### config.mk
export PLATFORM = sky130hd
export DESIGN_NAME = idx_dual_bank_port
export DESIGN_NICKNAME = d
export VERILOG_FILES = /design/src/rtl/idxport_pkg.sv /design/src/rtl/idxport_index_reg.sv /design/src/rtl/idxport_decode.sv /design/src/rtl/idxport_bank.sv /design/src/rtl/idx_dual_bank_port.sv
export SDC_FILE = /design/constraint.sdc
export NUM_CORES = 2
export LEC_CHECK = 0
export BUFFER_PORTS_ARGS = -buffer_cell sky130_fd_sc_hd__buf_2
export CAP_MARGIN = 20
export CORE_MARGIN = 4
export CORE_UTILIZATION = 50
export CTS_CLUSTER_DIAMETER = 100
export DETAILED_ROUTE_END_ITERATION = 10
export PLACE_DENSITY = 0.65
export SETUP_SLACK_MARGIN = 0.5
export SYNTH_ARGS = -nofsm -noshare
export SYNTH_HDL_FRONTEND = slang
export SYNTH_HIERARCHICAL = 1
export SYNTH_SLANG_ARGS = --single-unit
### constraint.sdc
create_clock -name clk -period 3.75 [get_ports clk]
set_input_delay 0.5625 -clock clk [delete_from_list [all_inputs] [get_ports clk]]
set_output_delay 0.5625 -clock clk [all_outputs]
set_load 0.05 [all_outputs]
### src/rtl/idxport_pkg.sv
// Package: shared types for the indexed dual-socket register port.
// Assumes a window of four byte offsets and exactly two socket banks.
package idxport_pkg;
    typedef enum logic [1:0] {
        OFS_INDEX  = 2'd0,
        OFS_DATA   = 2'd1,
        OFS_SPARE2 = 2'd2,
        OFS_SPARE3 = 2'd3
    } win_ofs_e;

    localparam int SOCKETS = 2;
endpackage

### src/rtl/idxport_index_reg.sv
// Index register: holds the register index and the socket-select bit.
// Assumes the caller passes only the low KEEP_W write bits; the upper bits are
// reserved and are held at zero.
module idxport_index_reg #(
    parameter int DATA_W    = 8,
    parameter int REG_IDX_W = 6,
    localparam int KEEP_W   = REG_IDX_W + 1
) (
    input  logic              clk,
    input  logic              rst_n,
    input  logic              load_i,
    input  logic [KEEP_W-1:0] wdata_i,
    output logic [DATA_W-1:0] index_o
);
    logic [DATA_W-1:0] index_q;

    // Load the kept index bits on an offset-0 write; clear on reset.
    always_ff @(posedge clk) begin
        if (!rst_n) begin
            index_q <= '0;
        end else if (load_i) begin
            index_q <= {{(DATA_W-KEEP_W){1'b0}}, wdata_i};
        end
    end

    assign index_o = index_q;

    AST_IDX_RSV_BIT_ZERO: assert property (@(posedge clk) disable iff (!rst_n)
        index_q[DATA_W-1:KEEP_W] == '0);
    AST_IDX_HOLD: assert property (@(posedge clk) disable iff (!rst_n)
        !load_i |=> $stable(index_q));
endmodule

### src/rtl/idxport_decode.sv
// Access decode: turns chip select, strobe and offset into an index load and
// per-socket data write enables, and flags reserved register indices.
// Assumes index_i carries the register index in its low bits and the socket
// bit just above it.
module idxport_decode
    import idxport_pkg::*;
#(
    parameter int REG_IDX_W = 6,
    localparam int NUM_REGS = 1 << REG_IDX_W,
    parameter logic [NUM_REGS-1:0] RSV_MASK = '0
) (
    input  logic                 cs_i,
    input  logic                 wr_i,
    input  logic [1:0]           ofs_i,
    input  logic [REG_IDX_W:0]   index_i,
    output logic                 idx_load_o,
    output logic [SOCKETS-1:0]   data_we_o,
    output logic [REG_IDX_W-1:0] reg_addr_o,
    output logic                 sock_o,
    output logic                 rsv_o
);
    win_ofs_e ofs_e;
    logic     data_wr;

    // Split the index and classify the offset of the current access.
    always_comb begin
        ofs_e      = win_ofs_e'(ofs_i);
        reg_addr_o = index_i[REG_IDX_W-1:0];
        sock_o     = index_i[REG_IDX_W];
        rsv_o      = RSV_MASK[reg_addr_o];
        idx_load_o = cs_i && wr_i && (ofs_e == OFS_INDEX);
        data_wr    = cs_i && wr_i && (ofs_e == OFS_DATA) && !rsv_o;
    end

    // One write enable per socket bank, qualified by the socket bit.
    for (genvar s = 0; s < SOCKETS; s++) begin : g_we
        assign data_we_o[s] = data_wr && (sock_o == 1'(s));
    end

    // Check the enables that the decode hands to the banks.
    always_comb begin
        AST_WE_ONEHOT0: assert ($onehot0(data_we_o));
        AST_RSV_NO_WE: assert (!rsv_o || data_we_o == '0);
    end
endmodule

### src/rtl/idxport_bank.sv
// Socket register bank: a plain array of DEPTH bytes with one write port and
// one combinational read port at the same address.
// Assumes a write and a read in the same cycle use the same address.
module idxport_bank #(
    parameter int DATA_W = 8,
    parameter int ADDR_W = 6,
    localparam int DEPTH = 1 << ADDR_W
) (
    input  logic              clk,
    input  logic              rst_n,
    input  logic              we_i,
    input  logic [ADDR_W-1:0] addr_i,
    input  logic [DATA_W-1:0] wdata_i,
    output logic [DATA_W-1:0] rdata_o
);
    logic [DEPTH-1:0][DATA_W-1:0] mem_q;

    // Store a byte on an enabled write; clear the whole bank on reset.
    always_ff @(posedge clk) begin
        if (!rst_n) begin
            mem_q <= '0;
        end else if (we_i) begin
            mem_q[addr_i] <= wdata_i;
        end
    end

    assign rdata_o = mem_q[addr_i];

    AST_BANK_HOLD: assert property (@(posedge clk) disable iff (!rst_n)
        !we_i |=> $stable(mem_q));
endmodule

### src/rtl/idx_dual_bank_port.sv
// Top: indexed dual-socket register access port. Offset 0 is the index,
// offset 1 the data path to the selected socket register, offsets 2 and 3
// are inert. Read data is combinational.
// Assumes DATA_W leaves at least one reserved bit above the socket bit.
module idx_dual_bank_port
    import idxport_pkg::*;
#(
    parameter int DATA_W    = 8,
    parameter int REG_IDX_W = 6,
    localparam int NUM_REGS = 1 << REG_IDX_W,
    parameter logic [NUM_REGS-1:0] RSV_MASK = 64'hC000_0000_0000_0010
) (
    input  logic              clk,
    input  logic              rst_n,
    input  logic              cs,
    input  logic              rd,
    input  logic              wr,
    input  logic [1:0]        ofs,
    input  logic [DATA_W-1:0] wdata,
    output logic [DATA_W-1:0] rdata
);
    localparam int KEEP_W = REG_IDX_W + 1;

    logic [DATA_W-1:0]              index_q;
    logic                           idx_load;
    logic [SOCKETS-1:0]             data_we;
    logic [REG_IDX_W-1:0]           reg_addr;
    logic                           sock;
    logic                           rsv;
    logic [SOCKETS-1:0][DATA_W-1:0] bank_rd;

    idxport_index_reg #(.DATA_W(DATA_W), .REG_IDX_W(REG_IDX_W)) u_index (
        .clk     (clk),
        .rst_n   (rst_n),
        .load_i  (idx_load),
        .wdata_i (wdata[KEEP_W-1:0]),
        .index_o (index_q)
    );

    idxport_decode #(.REG_IDX_W(REG_IDX_W), .RSV_MASK(RSV_MASK)) u_decode (
        .cs_i       (cs),
        .wr_i       (wr),
        .ofs_i      (ofs),
        .index_i    (index_q[KEEP_W-1:0]),
        .idx_load_o (idx_load),
        .data_we_o  (data_we),
        .reg_addr_o (reg_addr),
        .sock_o     (sock),
        .rsv_o      (rsv)
    );

    // One register bank per socket, sharing the register address.
    for (genvar s = 0; s < SOCKETS; s++) begin : g_bank
        idxport_bank #(.DATA_W(DATA_W), .ADDR_W(REG_IDX_W)) u_bank (
            .clk     (clk),
            .rst_n   (rst_n),
            .we_i    (data_we[s]),
            .addr_i  (reg_addr),
            .wdata_i (wdata),
            .rdata_o (bank_rd[s])
        );
    end

    // Select read data by offset; zero when idle, inert or reserved.
    always_comb begin
        rdata = '0;
        if (cs && rd) begin
            case (win_ofs_e'(ofs))
                OFS_INDEX: rdata = index_q;
                OFS_DATA:  rdata = rsv ? '0 : bank_rd[sock];
                default:   rdata = '0;
            endcase
        end
    end

    AST_IDLE_READ_ZERO: assert property (@(posedge clk) disable iff (!rst_n)
        !(cs && rd) |-> rdata == '0);
    AST_SPARE_READ_ZERO: assert property (@(posedge clk) disable iff (!rst_n)
        (cs && rd && ofs[1]) |-> rdata == '0);
    AST_RSV_READ_ZERO: assert property (@(posedge clk) disable iff (!rst_n)
        (cs && rd && ofs == 2'd1 && RSV_MASK[index_q[REG_IDX_W-1:0]]) |-> rdata == '0);
    AST_NO_INDEX_WALK: assert property (@(posedge clk) disable iff (!rst_n)
        (cs && wr && ofs != 2'd0) |=> $stable(index_q));
endmodule

# Word level (Yosys, flattened, before mapping)
# Memory sizes are Yosys's and may differ from the RTL's. A register that Yosys moved wholly into a read port is not among the register bits.
# Cells that the tools add are included.
[totals]
regBits = 1031
rom_bits = 64
in_bits = 15
out_inout_bits = 8
mem_count = 1
[op_classes]
order_cmp = 3
eq_ne = 1
n_mux = 16
n_bitwise = 1
reduce_logical = 10
[memory_table]
columns = ["memory", "depth", "word_bits", "rd", "rd_ports_with_merged_regs", "write_ports", "line_no", "text"]
rows = [
  ["(no name shown)", 64, 1, 1, 1, 0, "idxport_decode.sv:30", "rsv_o = RSV_MASK[reg_addr_o];"],
]
[ops]
columns = ["cell", "count"]
rows = [
  ["512-bit bitwise mux", 2],
  ["8-bit binary-select mux with 6-bit select", 2],
  ["8-bit two-way mux", 7],
  ["8-bit demux with 6-bit select", 1],
  ["8-bit case mux with 2 select lines", 1],
  ["6-bit two-way mux", 2],
  ["1-bit logical AND", 8],
  ["6-bit by 7-bit < comparator with 1-bit output, second input constant", 1],
  ["6-bit by 1-bit >= comparator with 1-bit output, second input constant", 1],
  ["2-bit by 1-bit == test with 1-bit output, second input constant", 1],
  ["2-bit zero test", 1],
  ["1-bit by 2-bit < comparator with 1-bit output, second input constant", 1],
  ["1-bit zero test", 1],
  ["1-bit two-way mux", 1],
  ["1-bit NOT", 1],
]

# Longest topological paths before layout
[depth]
word_depth = 7
ltp_mapped = 13

# Hierarchy
# The synthesis kept the hierarchy.
[by_module_without_submodules]
columns = ["mod", "n_inst", "cells_each", "area_each_um2", "seq_area_each_um2"]
rows = [
  ["idxport_bank at g_bank[1].u_bank", 1, 2868, 24325.8, 10249.8],
  ["idxport_bank at g_bank[0].u_bank", 1, 2848, 23910.4, 10249.8],
  ["idx_dual_bank_port", 1, 36, 310.3, 0.0],
  ["idxport_index_reg", 1, 24, 276.5, 140.1],
  ["idxport_decode", 1, 16, 127.6, 0.0],
]

# Worst setup path after synthesis
# Ideal clock, no wire load.
[synth_path]
path_type = "register to output"
startpoint = "register u_index.index_q[2], in the netlist u_index/index_o[2]"
endpoint = "output port rdata[2]"
arrival_time_ns = 2.585
t_required_ns = 3.188
setup_slack_ns = 0.603
path_stages_with_launch = 12
path_buffers = 5
cell_sequence = "dfxtp_1 -> buf_4 -> buf_4 -> buf_6 -> buf_2 -> buf_1 -> nor2_1 -> o32a_1 -> nand4_1 -> mux2_4 -> a21oi_2 -> nor2_1"
[synth_rtl]
columns = ["element", "line_no", "text"]
rows = [
  ["from (decl)", "idxport_index_reg.sv:15", "logic [DATA_W-1:0] index_q;"],
  ["from (signal assigned)", "idxport_index_reg.sv:22", "index_q <= {{(DATA_W-KEEP_W){1'b0}}, wdata_i};"],
  ["to (decl)", "idx_dual_bank_port.sv:20", "output logic [DATA_W-1:0] rdata"],
]

==> results list <==
- The run finished, with violations left.
* Violations in the final reports: negative setup slack
- Post-synth design cell area: 49000 µm²
- Most common flop cell mapped by yosys: sky130_fd_sc_hd__dfxtp_1
- For this configuration, the core starts out at a cell density of 50.5%.
- CP required: 3190 ps
- The worst register-to-register path has a depth of 12.
- Xor and xnor area share after synthesis: 0%
* Detail Placement HPWL: 108000 µm
* Synth Area in Compound Gates: 29.7%
* Hold Crit Start: wdata[6]
- Of the total synthesized cell area, the portion taken by AND, OR, NAND and NOR gates is 17.4%.
- For this run, the detailed router's first-pass iteration total came to 6.
- The smallest clock period supported by the final layout is computed as 4440 ps.
* Final Wtd Congestion: 0.938
* Die ar.: 103000 µm²
- Arrival time of data at the critical path endpoint: 3880 ps
- In this run, placement finished with an instance count of 6743.
- The detailed router put a total of 74700 µm of wire on met1.
- Clock-pin slew was measured on the worst setup and hold paths at 60 ps.
* Hold crit path type: in -> reg
- Sequential-to-total area share from yosys stat: 42.2%
- Measured along the x axis, the die boundary spans 321 µm.
* LEAKAGE: 17.9 nW
- Die Height: 321 µm
- For this run, design rule violations remaining after detail routing come to 0.
* Net Count, Synth: 5807
* Dominant combinational cell family by area after synthesis: compound AO/OA/AOI/OAI gates
* Critical Path Sink Type: primary output
- Number of buffers added by the clock tree synthesis step: 112
* Clock tree from TritonCTS: yes
- Largest net degree at the start of global routing: 138
* First-pass GRT wire length: 268000 µm
- Synth Area in Adders: 0%
- Total congestion overflow after global routing: 0
- Total core area: 96900 µm²
- Vias: 46090
- Area added between synthesis and finish: 16.4%
- Critical path fanouts, max: 7
- Dividing total power by cell area gives a power density of 413 nW/µm².
- Summed over all layers, the routed wires come to 178000 µm.
* Mean post-synth cell area: 8.45 µm²
- Yosys mapped a number of flops with a built-in enable equal to 0.
- After detailed routing, the average wire length per cell comes to 25.3 µm.
- Dividing the final minimum period by the clock period gives 118%.
- Rel. slew slack: 30.9%
- Hold violation count in the final report: 0
- Most frequent standard cell in the layout excluding fill and tap cells: sky130_fd_sc_hd__nand2_1
- The finished layout holds 7028 standard cells, fillers aside.
* Reg2Reg Launch Point: u_index/index_o[0]$_SDFFE_PN0P_
* Critical setup path kind: reg -> out
- Most used cells in the layout excluding fill and tap cells: sky130_fd_sc_hd__nand2_1, sky130_fd_sc_hd__dfxtp_1, sky130_fd_sc_hd__a21boi_0, sky130_fd_sc_hd__o21ai_0, sky130_fd_sc_hd__nand3_1
- Setup violations remaining at the end of the flow were counted as 8.
- After the first detailed-routing iteration, the DRC count stood at 5925.
- RR Endpoint: g_bank[1].u_bank/mem_q[132]$_SDFFE_PN0P_
- Critical path startpoint category: flop
- Vias per inst: 6.56
- Count of boundary I/O pins: 23
- Fin nets: 5671
- Pwr Total: 23.5 mW
- Register bit total from synthesis: 1031
- Final worst-path setup slack: -691 ps
- For this run, the number of Yosys warnings is 6.
- The worst hold path passes through 3 cells.
- Met3 layer wire length in the routed design: 20900 µm
- The tool flagged a number of max-cap violations equal to 0.
- Worst-case register-to-register setup slack: 600 ps
* Async SR Flop Fraction: 0%
- Counting every sink on the clock net gives 1031.
- For this run, the total global-route usage over all layers was measured as 33.0%.
* Setup repair after global routing missed its margin: yes
- Maximum clock path buffer count: 3
- Ratio of cells with drive above 1 in the final layout: 16.0%
- Maximum achievable frequency: 0.225 GHz
- Slew at the pin closest to its max-slew limit: 1040 ps
- The initial antenna violation count came to 2.
* Largest clock skew in the final design: 24.1 ps
- Mux contribution to synthesized area: 5.06%
* Instance count of the mapped netlist: 5792
* Via count of the first global-routing pass: 42645
- DRT antenna net count: 0
- CTS built an H-tree with a depth of 3.
- The worst-case IR drop observed on VDD is 0.323 mV.
- For the worst-skew pair, the clock arrives at the later sink with an insertion delay of 700 ps.
* Uppermost signal routing layer after detailed routing: met5
- Buffers placed on the I/O ports in this run total 22.
- Clock tree root driver cell: sky130_fd_sc_hd__clkbuf_16
- The initialized floorplan defines 114 standard-cell rows.
* Met2 wire length: 76700 µm
- Total negative slack for setup checks: -4890 ps
- Timing analysis after detailed placement gives a worst setup slack of -343 ps.
* Synth unique cells: 73
* Worst Hold Path EP: g_bank[1].u_bank/mem_q[414]$_SDFFE_PN0P_
* Max Transition Viols Final: 0
-- metal layers --
layer / up-vias / global-route usage [%]
met2: 2674 / 48.8
met5: - / 0
li1: 20547 / -
met4: 2 / 10.7
met3: 421 / 7.57
met1: 22446 / 47.7
-- synth_stat cells, drive strengths merged (3+ instances only) --
cell     instances  share of area, %
a211oi           3             0.046
a21boi        1024                16
a21oi           35              0.41
a221o           26              0.53
a221oi         262               4.7
a222oi           9              0.18
a22o            11              0.20
a22oi           56              0.86
a31oi            5             0.064
a41oi            3             0.054
and2             9              0.12
and2b            8              0.12
and3            11              0.14
and3b           16              0.29
buf            192               2.3
clkbuf         446               3.4
dfxtp         1031                42
inv              6             0.046
mux2            70               1.7
mux2i           34              0.70
mux4            58               2.7
nand2         1129               8.7
nand2b           3             0.038
nand3          525               5.4
nand3b           6             0.092
nand4           13              0.17
nor2           107               1.4
nor2b           21              0.28
nor3            14              0.20
nor3b           10              0.18
o21ai          540               5.5
o22a             7              0.13
o22ai           66              0.84
o2bb2ai          8              0.14
or2              3             0.038
or3b             3             0.054
-- logic make-up (layout without fill, tap and decap cells) --
family          count (synthesis)  in the layout
compound gates               2069           2069
buf+inv                       644            599
flops                        1031           1031
mux                           162            162
other cells                     1              2
simple gates                 1885           1889
-- per-stage QoR --
| step | cell area, µm² | hold WS, ps | utilization (%) |
|---|---|---|---|
| final | 57000 | 223 | 58.8 |
| after global routing | 57000 | 230 | 58.8 |
| after CTS | 56400 | 190 | 58.3 |
| after detailed placement | 51200 | 446 | 52.9 |
| after global placement | 51200 | 440 | 52.9 |
| after floorplan | 49000 | 432 | - |
-- state kept, by name (all words and copies together), names as in the netlist --
register             cells
g_bank.u_bank/mem_q   1024
u_index/index_o          7
-- critical path: stages (launching register included) --
cell and delay (ps):
sky130_fd_sc_hd__dfxtp_4 460, sky130_fd_sc_hd__buf_8 160, sky130_fd_sc_hd__buf_4 130, sky130_fd_sc_hd__buf_6 120, sky130_fd_sc_hd__mux4_2 500, sky130_fd_sc_hd__nand2_1 100, sky130_fd_sc_hd__nand2_2 90, sky130_fd_sc_hd__a222oi_1 320
sky130_fd_sc_hd__buf_4 190, sky130_fd_sc_hd__nand4_1 200, sky130_fd_sc_hd__mux2_4 350, sky130_fd_sc_hd__a21oi_4 260, sky130_fd_sc_hd__nor2_1 90, sky130_fd_sc_hd__buf_6 200
-- timing repair --
item	CTS	global route
endpoints found under the setup margin	101	130
gates resized for setup	144	72
pin swaps	43	38
hold buffers	0	0
buffers inserted	49	13
gates cloned	12	1
-- how the worst max path moves through the flow --
stage                     to  slack (ps)                            start
floorplan           rdata[2]         600  u_index/index_o[2]$_SDFFE_PN0P_
global placement    rdata[6]        -340  u_index/index_o[0]$_SDFFE_PN0P_
detailed placement  rdata[6]        -340  u_index/index_o[0]$_SDFFE_PN0P_
CTS                 rdata[6]        -590  u_index/index_o[1]$_SDFFE_PN0P_
global route        rdata[2]        -770  u_index/index_o[2]$_SDFFE_PN0P_
finish              rdata[3]        -690  u_index/index_o[0]$_SDFFE_PN0P_
-- power breakdown --
group,total (mW),switching [mW],leakage (nW),internal [mW]
sequential,11.0,0.00649,8.30,11.0
combinational,1.25,0.833,7.79,0.422
clock,11.3,4.61,1.84,6.68
-- layout make-up --
type                    instances  area [µm²]
diodes                          1        2.50
clock buffers                 180        3380
clock inverters                29         360
fillers                      8345       39900
inverters                       6        22.5
multi-input cells            4121       26700
flip-flops and latches       1031       20700
well taps                    1276        1600
repair buffers                384        4280
Note: power is estimated with default switching activity, not from simulation.
